==> src/rtl/opdec_pkg.sv <==
package opdec_pkg;
  localparam int IR_W   = 8;
  localparam int OP_W   = 3;
  localparam int DST_W  = 2;
  localparam int MODE_W = 3;
  localparam int OP_LSB   = IR_W - OP_W;
  localparam int DST_LSB  = MODE_W;
  localparam int MODE_LSB = 0;

  localparam logic [OP_W-1:0] OP_STORE  = 3'b110;
  localparam logic [OP_W-1:0] OP_BRANCH = 3'b111;

  typedef enum logic [1:0] {
    GRP_ALU    = 2'd0,
    GRP_STORE  = 2'd1,
    GRP_BRANCH = 2'd2
  } grp_e;

  typedef enum logic [1:0] {
    SRC_RAM = 2'd0,
    SRC_AC  = 2'd1,
    SRC_IN  = 2'd2,
    SRC_IMM = 2'd3
  } src_e;

  typedef enum logic [DST_W-1:0] {
    DST_X   = 2'd0,
    DST_Y   = 2'd1,
    DST_AC  = 2'd2,
    DST_OUT = 2'd3
  } dst_e;

  function automatic grp_e classify(input logic [OP_W-1:0] op);
    if (op == OP_STORE)       return GRP_STORE;
    else if (op == OP_BRANCH) return GRP_BRANCH;
    else                      return GRP_ALU;
  endfunction

  function automatic src_e pick_source(input grp_e g, input logic [MODE_W-1:0] m);
    src_e s;
    case (g)
      GRP_STORE: begin
        case (m[1:0])
          2'b01:   s = SRC_IN;
          2'b10:   s = SRC_IMM;
          default: s = SRC_AC;
        endcase
      end
      GRP_BRANCH: begin
        if (!m[1])     s = SRC_RAM;
        else if (m[0]) s = SRC_AC;
        else           s = SRC_IMM;
      end
      default: begin
        if (m == 3'd2)      s = SRC_IMM;
        else if (m == 3'd3) s = SRC_AC;
        else                s = SRC_RAM;
      end
    endcase
    return s;
  endfunction
endpackage

==> src/rtl/opdec_group.sv <==
module opdec_group
  import opdec_pkg::*;
(
  input  logic [OP_W-1:0]  op,
  input  logic [DST_W-1:0] dst,
  output grp_e             grp,
  output logic [3:0]       loads,
  output logic             we
);
  logic [3:0] dst_hot;
  logic       suppress_ac_out;
  logic       no_loads;

  always_comb begin
    grp = classify(op);
  end

  for (genvar k = 0; k < 4; k++) begin : g_dec
    assign dst_hot[k] = (dst == DST_W'(k));
  end

  assign suppress_ac_out = (grp == GRP_STORE);
  assign no_loads        = (grp == GRP_BRANCH);
  assign we              = (grp == GRP_STORE);

  always_comb begin
    loads = no_loads ? 4'b0000 : dst_hot;
    if (suppress_ac_out) begin
      loads[DST_AC]  = 1'b0;
      loads[DST_OUT] = 1'b0;
    end
  end

  always_comb begin
    AST_LOAD_ONEHOT: assert ($onehot0(loads));
    AST_STORE_NO_AC_OUT: assert (!(we && (loads[DST_AC] || loads[DST_OUT])));
    AST_BRANCH_NO_LOAD: assert (!(grp == GRP_BRANCH) || loads == 4'b0000);
  end
endmodule

==> src/rtl/opdec_addr.sv <==
module opdec_addr
  import opdec_pkg::*;
(
  input  grp_e              grp,
  input  logic [DST_W-1:0]  dst,
  input  logic [MODE_W-1:0] mode,
  output logic              lo_sel,
  output logic              hi_en,
  output logic              hi_sel,
  output logic              x_inc
);
  logic dst_is_out;
  logic is_branch;

  assign dst_is_out = (dst == DST_OUT);
  assign is_branch  = (grp == GRP_BRANCH);
  assign lo_sel     = mode[0];
  assign hi_en      = !is_branch && mode[2];
  assign hi_sel     = !is_branch && (mode == 3'd7) && !dst_is_out;
  assign x_inc      = !is_branch && dst_is_out && mode[2] && !mode[0];

  always_comb begin
    AST_BRANCH_HI_ZERO: assert (!is_branch || !hi_en);
    AST_XINC_NEEDS_OUT: assert (!x_inc || dst_is_out);
    AST_XINC_USES_X: assert (!x_inc || (!lo_sel && hi_en && !hi_sel));
  end
endmodule

==> src/rtl/opdec_bus.sv <==
module opdec_bus
  import opdec_pkg::*;
(
  input  grp_e              grp,
  input  logic [MODE_W-1:0] mode,
  output src_e              src,
  output logic              oe
);
  always_comb begin
    src = pick_source(grp, mode);
  end

  assign oe = (src == SRC_RAM) && (grp != GRP_STORE);

  always_comb begin
    AST_ALU_NO_INPUT: assert (!(grp == GRP_ALU) || src != SRC_IN);
    AST_STORE_NO_RAM: assert (!(grp == GRP_STORE) || src != SRC_RAM);
  end
endmodule

==> src/rtl/opdec_top.sv <==
module opdec_top
  import opdec_pkg::*;
(
  input  logic [7:0] ir,
  output logic [1:0] group,
  output logic [2:0] alu_fn,
  output logic [2:0] br_cond,
  output logic       ld_ac,
  output logic       ld_x,
  output logic       ld_y,
  output logic       ld_out,
  output logic [1:0] bus_src,
  output logic       ram_oe,
  output logic       ram_we,
  output logic       lo_sel,
  output logic       hi_en,
  output logic       hi_sel,
  output logic       x_inc
);
  logic [OP_W-1:0]   op;
  logic [DST_W-1:0]  dst;
  logic [MODE_W-1:0] mode;
  grp_e              grp;
  src_e              src;
  logic [3:0]        loads;

  assign op   = ir[OP_LSB +: OP_W];
  assign dst  = ir[DST_LSB +: DST_W];
  assign mode = ir[MODE_LSB +: MODE_W];

  opdec_group u_group (
    .op(op), .dst(dst), .grp(grp), .loads(loads), .we(ram_we)
  );

  opdec_addr u_addr (
    .grp(grp), .dst(dst), .mode(mode),
    .lo_sel(lo_sel), .hi_en(hi_en), .hi_sel(hi_sel), .x_inc(x_inc)
  );

  opdec_bus u_bus (
    .grp(grp), .mode(mode), .src(src), .oe(ram_oe)
  );

  assign group   = grp;
  assign bus_src = src;
  assign alu_fn  = op;
  assign br_cond = ir[4:2];
  assign ld_x    = loads[DST_X];
  assign ld_y    = loads[DST_Y];
  assign ld_ac   = loads[DST_AC];
  assign ld_out  = loads[DST_OUT];

  always_comb begin
    AST_NO_READ_AND_WRITE: assert (!(ram_oe && ram_we));
    AST_WE_ONLY_STORE: assert (ram_we == (group == 2'd1));
  end
endmodule

==> config.mk <==
export PLATFORM = sky130hd
export DESIGN_NAME = opdec_top
export DESIGN_NICKNAME = d
export VERILOG_FILES = /design/src/rtl/opdec_pkg.sv /design/src/rtl/opdec_group.sv /design/src/rtl/opdec_addr.sv /design/src/rtl/opdec_bus.sv /design/src/rtl/opdec_top.sv
export SDC_FILE = /design/constraint.sdc
export NUM_CORES = 1
export LEC_CHECK = 0
export BUFFER_PORTS_ARGS = -buffer_cell sky130_fd_sc_hd__clkbuf_2
export CAP_MARGIN = 40
export CORE_AREA = 2 2 39 41
export DETAILED_ROUTE_END_ITERATION = 10
export DIE_AREA = 0 0 41 43
export PLACE_DENSITY = 0.58
export SYNTH_ARGS = -nofsm -noshare
export SYNTH_HDL_FRONTEND = slang
export SYNTH_HIERARCHICAL = 1
export SYNTH_SLANG_ARGS = --single-unit
==> constraint.sdc <==
create_clock -name vclk -period 1.4
set_clock_uncertainty 0.05 [all_clocks]
set_input_delay 0.07 -clock vclk [all_inputs]
set_output_delay 0.07 -clock vclk [all_outputs]
set_load 0.02 [all_outputs]
==> results of run 1 <==
## synth_stat cells
master	instances
nor2b_4	1
nand3b_1	1
a2bb2oi_1	1
and3_4	1
and2b_2	1
nor2_1	1
and3b_1	1
nor3_2	1
o21ai_0	1
nand2_1	3
nor3b_2	1
and3_1	1
buf_4	8
o31ai_1	1
and4bb_2	1
o211ai_2	1
o2111a_1	1
nor4b_2	1
ha_1	4
inv_1	5
nand2_2	1
## logic make-up after synthesis
group,count (synthesis),share of synthesized area
fa+ha+maj,4,0.166
buf+inv,13,0.261
simple gates,15,0.423
compound gates,5,0.149
## path summary, 6_finish.rpt
path | startpoint | end | slack (ns) | depth (start not counted)
max | ir[7] | ram_oe | 0.08 | 9
min | ir[6] | alu_fn[1] | 0.35 | 2
## metrics by stage
step	cells	hold slack [ns]	TNS [ns]	area, sq um
after floorplan	37	0.122	0	332
after global placement	78	0.333	-0.0126	465
after detailed placement	78	0.336	-0.0288	465
after CTS	78	0.347	0	477
after global routing	78	0.360	0	480
final	78	0.346	0	480
## power breakdown
part / switching [W] / internal, W / leakage [nW]
registers: 0 / 0 / 0
logic: 0.0000974 / 0.0000743 / 0.257
clock network: 0 / 0 / 0
## per-layer routing
layer	track usage	part of all wire	vias to the layer above	wire, um
li1	-	-	173	-
met1	0.123	0.41	153	298
met2	0.163	0.50	17	360
met3	0.00524	0.094	0	68
met4	0	0	0	0
met5	0	0	-	0
## cell type report
cell class	instances	area [sq um]	area share
well taps	16	20.0	0.0417
inverters	5	18.8	0.0391
repair buffers	33	184	0.383
multi-input cells	24	258	0.536
## what timing repair did
action / CTS / global route
endpoints found under the setup margin: 1 / 1
gates resized for setup: 3 / 4
pin swaps: 1 / 6
hold endpoints to repair: 0 / 0
gates cloned: 0 / 0
==> impl_results.md, run 1 <==
* Post-CTS Setup Bufs at 0
* CP bufs+invs at 3
* Syn Area/Cell at about 8.1 sq um
* RSZ-0062 raised after global routing: no
* Unique masters post-synth at 21
* Slew Limit Fails at 0
* Detailed placer's ending HPWL at approximately 650 um
* Synth top area share at 0.199
* I/O pin count at 28
* Drt via density at ~4.4
* Final period utilization at 0.945
* Maxcap violations at 0
* Area leader, netlist: buf_4
* Fillers at ~150
* CLK BUF at 0
* Highest-count cells in the layout ignoring fill and taps: 26 x clkbuf_2, 5 x buf_4, 4 x inv_1
* Overall power at between 0.00015 and 0.0002 W
* DRT iter0 DRCs at 0
* Drt first pass iters at 1
* Area growth, synth to finish at 59.3%
* Critical path data arrival time at ~1.2 ns
* Slowest stage delay, CP at 0.30 ns
* Die Area at around 1800 sq um
* Largest net degree at the start of global routing at 7
* Worst EP required at about 1.3 ns
* Routability-driven placement congestion ratio at 0.586
* Core area at 1380 sq um
* Most used cell, CP: nand2_2
* Final worst slack at 0.0769 ns
* Crit path kind: in -> out
* Vias in the first global route at 320
* Commonest non-fill, non-tap cell in the layout: clkbuf_2
* Syn. warnings at 6
* I/O Buffers at 28
* Max transition margin at 0.849
* FFs & Latches at 0
* Core occupancy in the finished layout at 0.347
* Endpoints failing hold at 0
* Fmax at between 700 and 800 MHz
* Storage cell area at 0 sq um
* Pre-CTS worst setup slack at -0.0288 ns
* Antenna Nets Post-Route at 0
* Layout cell share with drive strength beyond 1 at 0.790
* Final setup vio count at 0
* Die width at between 40 and 50 um
* Outcome: finished, final reports clean
* VDD IR max at roughly 0.13 mV
* Top post-synthesis cells by area: buf_4 20%, ha_1 17%, inv_1 6.2%
* Starting Density at 0.218
* Worst-path cell chain: buf_2 -> nand2_2 -> nor2_4 -> inv_2 -> ha_4 -> nand2_2 -> o211ai_2 -> o2111a_2 -> buf_6
* Worst setup EP type: output port
* Die height at between 40 and 50 um
* Gr ovfl total at 0
* Final-stage net count at 76
* Min cycle time layout at 1.32 ns
* Leakage at between 0.2 and 0.3 nW
* DR DRC count at 0
* Sequential element share of the synthesized area at 0
* Vias at 343
* Hold Crit Class: in -> out
* Cells after Synth at 37
* Pwr dens at 357 nW/um^2
* Crit Path Max Fanout at 6
* Global-route wire length before repair at approximately 1.2 mm
* CTS Hold Bufs at 0
* Slowest cell on crit path: ha_4
* Synthesized area at 302 sq um
* Initial antenna violation count at 0
* Num rows at 14
* Cell family with most CP delay: compound AO/OA/AOI/OAI gates
* Slew @ Worst Pin at between 0.2 and 0.25 ns
* Total GRT Usage at 0.0919
* Antenna Cells at 0
* Net count after synthesis at 49
* CP startpoint kind: primary input
* Total wire length at around 730 um
* Wirelength per Cell at 9.32 um
Note: power is estimated with default switching activity, not from simulation.
==> run 2, diff against run 1 <==
--- a/config.mk
+++ b/config.mk
@@ -5,11 +5,13 @@
 export SDC_FILE = /design/constraint.sdc
 export NUM_CORES = 1
 export LEC_CHECK = 0
+export ABC_AREA = 1
 export BUFFER_PORTS_ARGS = -buffer_cell sky130_fd_sc_hd__clkbuf_2
 export CAP_MARGIN = 40
 export CORE_AREA = 2 2 39 41
 export DETAILED_ROUTE_END_ITERATION = 10
 export DIE_AREA = 0 0 41 43
+export GPL_TIMING_DRIVEN = 0
 export PLACE_DENSITY = 0.58
 export SYNTH_ARGS = -nofsm -noshare
 export SYNTH_HDL_FRONTEND = slang
==> impl_results.md, run 2 <==
* Endpoints failing hold at 0 (unchanged)
* RSZ-0062 raised after global routing: no
* Slowest cell on crit path: ha_4
* Final setup vio count at 0 (unchanged)
* Antenna Cells at 0 (unchanged)
* Commonest non-fill, non-tap cell in the layout: clkbuf_2
* Vias at 405 (+18%)
* Crit path kind: in -> out
* Syn Area/Cell at 5.38 sq um (-34%)
* Synth top cells by count: 14 x inv_1, 12 x nand2_1, 8 x buf_4
* Area leader, netlist: buf_4
* Die Area at 1760 sq um (unchanged)
* Die width at 41 um (unchanged)
* Final-stage net count at 99 (+30%)
* Net count after synthesis at 69 (+41%)
* Outcome: finished, final reports clean
* Core area at 1380 sq um (unchanged)
* Final period utilization at 0.935 (-0.0101)
* VDD IR max at 0.105 mV (-20%)
* Storage cell area at 0 sq um (unchanged)
* Vias in the first global route at 301 (-5.9%)
* Layout cell share with drive strength beyond 1 at 0.612 (-0.179)
* Worst setup EP type: output port
* Flop pwr share at 0 (unchanged)
* NetSw at 0.000104 W (+7.3%)
* Cell Int Power at 0.0000711 W (-4.3%)
* Gr ovfl total at 0 (unchanged)
* Total wire length at 762 um (+4.8%)
* Synth top area share at 0.196 (-0.00325)
* Cells after Synth at 57 (+54%)
* Crit Path Max Fanout at 5 (-1)
* CP startpoint kind: primary input
* DRT iter0 DRCs at 7 (+7)
* DR DRC count at 0 (unchanged)
* Slew @ Worst Pin at 0.129 ns (-0.0975 ns)
* Detailed placer's ending HPWL at 661 um (+1.1%)
* Slowest stage delay, CP at 0.28 ns (-0.02 ns)
* Antenna Nets Post-Route at 0 (unchanged)
* Num rows at 14 (unchanged)
* I/O Buffers at 28 (unchanged)
* Final hold slack at 0.427 ns (+0.0809 ns)
* Hold Crit Class: in -> out
* Min cycle time layout at 1.31 ns (-0.0142 ns)
* Synthesized area at 307 sq um (+1.7%)
* Drt via density at 4.01 (-8.8%)
* Clock power frac at 0 (unchanged)
* Global-route wire length before repair at 1.15 mm (-7.8%)
* Sequential element share of the synthesized area at 0 (unchanged)
* Leakage at 0.342 nW (+33%)
* Die height at 43 um (unchanged)
* Routability-driven placement congestion ratio at 0.574 (-2.1%)
* Top post-synthesis cells by area: buf_4 20%, inv_1 17%, ha_1 16%
* Final worst slack at 0.0911 ns (+0.0142 ns)
* Max transition margin at 0.914 (+0.0652)
* Total GRT Usage at 0.0839 (-0.00799)
* Slew Limit Fails at 0 (unchanged)
* Pre-CTS worst setup slack at -0.0820 ns (-0.0533 ns)
* Wirelength per Cell at 7.54 um (-19%)
* Switching Fraction at 0.595 (+0.0280)
* I/O pin count at 28 (unchanged)
* Fillers at 170 (+12%)
* Fmax at 764 MHz (+1.1%)
* Initial antenna violation count at 0 (unchanged)
* Unique masters post-synth at 10 (-52%)
* Pwr dens at 339 nW/um^2 (-5.1%)
* Starting Density at 0.222 (+0.00362)
* Worst-path cell chain: clkbuf_2 -> nand2_2 -> nor2_4 -> inv_1 -> ha_4 -> inv_1 -> nand2_2 -> nand3_2 -> nor2_4 -> buf_6
* FFs & Latches at 0 (unchanged)
* Comb power frac at 1.000 (about the same)
* Maxcap violations at 0 (unchanged)
* Area growth, synth to finish at 69.0%
* Most frequent cell after synthesis: inv_1
* Highest-count cells in the layout ignoring fill and taps: 27 x clkbuf_2, 13 x inv_1, 10 x nand2_1
* Syn. warnings at 6 (unchanged)
* Drt first pass iters at 3 (+2)
* Largest net degree at the start of global routing at 7 (unchanged)
* Worst EP required at 1.28 ns (about the same)
* CLK BUF at 0 (unchanged)
* Critical path data arrival time at 1.19 ns (about the same)
[run 2: changes by cell type in the layout (fill, tap and decap cells not counted), sizes merged, moves of 2 or more]
cell / delta
and3: -2
buf: +2
inv: +10
nand2: +11
nand3: +6
nor2: +7
[run 2: critical path, delay by kind of cell]
family	cells	cell delay, ns
buffers and inverters	4	0.38
and+or+nand+nor	5	0.46
adders and majority gates	1	0.28
[run 2: worst paths after layout]
| check | cells after the start | slack (ns) | endpoint | start |
|---|---|---|---|---|
| setup / recovery | 10 | 0.09 | ram_oe | ir[6] |
| hold / removal | 3 | 0.43 | group[0] | ir[5] |
[run 2: layout make-up]
class | instances | area (sq um) | share of cell area
Inverter | 15 | 56.3 | 0.109
Buffer | 7 | 52.6 | 0.101
Tap cell | 16 | 20.0 | 0.0386
Timing Repair Buffer | 29 | 154 | 0.297
Multi-Input combinational cell | 34 | 235 | 0.454
[run 2: power groups by stage]
stage / combinational, W / sequential, W / clock, W
after floorplan: 0.000107 / 0 / 0
after global placement: 0.000161 / 0 / 0
after detailed placement: 0.000163 / 0 / 0
after CTS: 0.000172 / 0 / 0
after global routing: 0.000193 / 0 / 0
final: 0.000176 / 0 / 0
[run 2: layer usage]
| layer | share of wire | vias to the layer above | track usage |
|---|---|---|---|
| met1 | 0.43 | 172 | 0.108 |
| met4 | 0 | 0 | 0 |
| met2 | 0.48 | 17 | 0.153 |
| met3 | 0.085 | 0 | 0.00524 |
| li1 | - | 216 | - |
| met5 | 0 | - | 0 |
[run 2: what timing repair did]
item / CTS / global route
setup buffers: 0 / 1
resized for setup: 6 / 4
endpoints found under the setup margin: 1 / 1
pin swaps: 0 / 1
hold buffers: 0 / 0
[run 2: cell families after synthesis]
family,Yosys count,synth area share
and+or+nand+nor,29,0.429
adders and majority gates,4,0.163
buffers and inverters,23,0.380
AOI/OAI and AO/OA,1,0.0286
[run 2: stage by stage]
| step | area [sq um] | utilization | setup TNS [ns] | cells | power, W |
|---|---|---|---|---|---|
| after floorplan | 319 | - | 0 | 57 | 0.000107 |
| after global placement | 479 | 0.346 | -0.0594 | 101 | 0.000161 |
| after detailed placement | 479 | 0.346 | -0.0820 | 101 | 0.000163 |
| after CTS | 507 | 0.366 | 0 | 101 | 0.000172 |
| after global routing | 518 | 0.374 | 0 | 101 | 0.000193 |
| final | 518 | 0.374 | 0 | 101 | 0.000176 |
==> run 3, diff against run 2 <==
--- a/config.mk
+++ b/config.mk
@@ -8,11 +8,12 @@
 export ABC_AREA = 1
 export BUFFER_PORTS_ARGS = -buffer_cell sky130_fd_sc_hd__clkbuf_2
 export CAP_MARGIN = 40
-export CORE_AREA = 2 2 39 41
+export CELL_PAD_IN_SITES_DETAIL_PLACEMENT = 0
+export CELL_PAD_IN_SITES_GLOBAL_PLACEMENT = 1
+export CORE_UTILIZATION = 23
 export DETAILED_ROUTE_END_ITERATION = 10
-export DIE_AREA = 0 0 41 43
 export GPL_TIMING_DRIVEN = 0
-export PLACE_DENSITY = 0.58
+export PLACE_DENSITY = 0.88
 export SYNTH_ARGS = -nofsm -noshare
 export SYNTH_HDL_FRONTEND = slang
 export SYNTH_HIERARCHICAL = 1
==> impl_results.md, run 3 (same netlist as run 2, synthesis figures left out) <==
* Die height at 38.5 um (-10%)
* Vias at 406 (+0.25%)
* I/O Buffers at 28 (unchanged)
* Storage cell area at 0 sq um (unchanged)
* Max transition margin at 0.899 (-0.0150)
* Worst setup EP type: output port
* Hold Crit Class: in -> out
* Min cycle time layout at 1.35 ns (+0.0364 ns)
* Die width at 38.5 um (-6.1%)
* Finished Layout Cells at 100 (-0.99%)
* Final-stage net count at 100 (+1.0%)
* Total GRT Usage at 0.0988 (+0.0149)
* Layout cell share with drive strength beyond 1 at 0.616 (+0.00451)
* CP startpoint kind: primary input
* Detailed placer's ending HPWL at 642 um (-2.9%)
* Worst EP required at 1.28 ns (about the same)
* Gr ovfl total at 0 (unchanged)
* Endpoints failing hold at 0 (unchanged)
* Antenna Nets Post-Route at 0 (unchanged)
* Largest net degree at the start of global routing at 7 (unchanged)
* Area growth, synth to finish at 74.3%
* Outcome: finished, final reports clean
* Num rows at 12 (-2)
* Critical path data arrival time at 1.23 ns (+0.04 ns)
* Final period utilization at 0.961 (+0.0260)
* Antenna Cells at 0 (unchanged)
* Highest-count cells in the layout ignoring fill and taps: 25 x clkbuf_2, 12 x inv_1, 11 x buf_4, 11 x nand2_1, 4 x nor2_1
* Initial antenna violation count at 0 (unchanged)
* VDD IR max at 0.157 mV (+49%)
* CLK BUF at 0 (unchanged)
* Pwr dens at 339 nW/um^2 (+0.17%)
* Die Area at 1480 sq um (-16%)
* Starting Density at 0.262 (+0.0402)
* Maxcap violations at 0 (unchanged)
* Global-route wire length before repair at 1.07 mm (-6.6%)
* I/O pin count at 28 (unchanged)
* DP Cell Count at 99 (-2.0%)
* DRT iter0 DRCs at 5 (-2)
* Vias in the first global route at 266 (-12%)
* Wirelength per Cell at 8.27 um (+9.6%)
* Final setup vio count at 0 (unchanged)
* Routability-driven placement congestion ratio at 0.711 (+24%)
* Core area at 1170 sq um (-15%)
* Crit path kind: in -> out
* Total wire length at 827 um (+8.5%)
* Commonest non-fill, non-tap cell in the layout: clkbuf_2
* Slew @ Worst Pin at 0.151 ns (+0.0224 ns)
* Drt first pass iters at 2 (-1)
* Crit Path Max Fanout at 5 (unchanged)
* Slew Limit Fails at 0 (unchanged)
* DR DRC count at 0 (unchanged)
* Core occupancy in the finished layout at 0.456 (+0.0819)
* FFs & Latches at 0 (unchanged)
* Leakage at 0.350 nW (+2.3%)
* Drt via density at 4.06 (+1.2%)
* Fmax at 743 MHz (-2.7%)
-- run 3: critical path, stage by stage --
cell,delay [ns]
buf_2,0.14
nand2_4,0.07
nor2_4,0.16
inv_2,0.06
ha_4,0.27
inv_1,0.05
nand2_1,0.09
nand3_2,0.09
nor2_4,0.08
buf_4,0.14
-- run 3: cell type report --
| class | count | area [sq um] |
|---|---|---|
| Fill cell | 129 | 637 |
| Multi-Input combinational cell | 34 | 245 |
| Timing Repair Buffer | 30 | 160 |
| Inverter | 15 | 58.8 |
| Buffer | 7 | 52.6 |
| Tap cell | 14 | 17.5 |
-- run 3: routing by layer --
layer	GRT usage	vias to the layer above	routed length, um
li1	-	218	-
met1	0.113	174	359
met2	0.204	14	425
met3	0.00581	0	42
met4	0	0	0
met5	0	-	0
-- run 3: metrics by stage --
stage                     setup WS, ns   TNS, ns  hold slack, ns  power [W]  area [sq um]
after floorplan                 0.0262         0           0.124   0.000107           319
after global placement         -0.0402   -0.0402           0.405   0.000162           477
after detailed placement       -0.0551   -0.0551           0.406   0.000163           477
after CTS                       0.0159         0           0.403   0.000172           504
after global routing          -0.00784  -0.00784           0.474   0.000196           534
final                           0.0546         0           0.449   0.000181           534
-- run 3: worst paths after layout --
path,from,end,cells past startpoint
max,ir[7],ram_oe,10
min,ir[3],ld_ac,3
-- run 3: what timing repair did --
| item | CTS | global route |
|---|---|---|
| resized for setup | 6 | 9 |
| buffers inserted | 0 | 2 |
| pin swaps | 0 | 1 |
| hold buffers | 0 | 0 |
| setup endpoints to repair | 1 | 1 |
-- run 3: report_power, final --
| part | internal, W | leakage, nW | switching (W) | total, W |
|---|---|---|---|---|
| Combinational | 0.0000725 | 0.350 | 0.000109 | 0.000181 |
| Sequential | 0 | 0 | 0 | 0 |
| Clock | 0 | 0 | 0 | 0 |
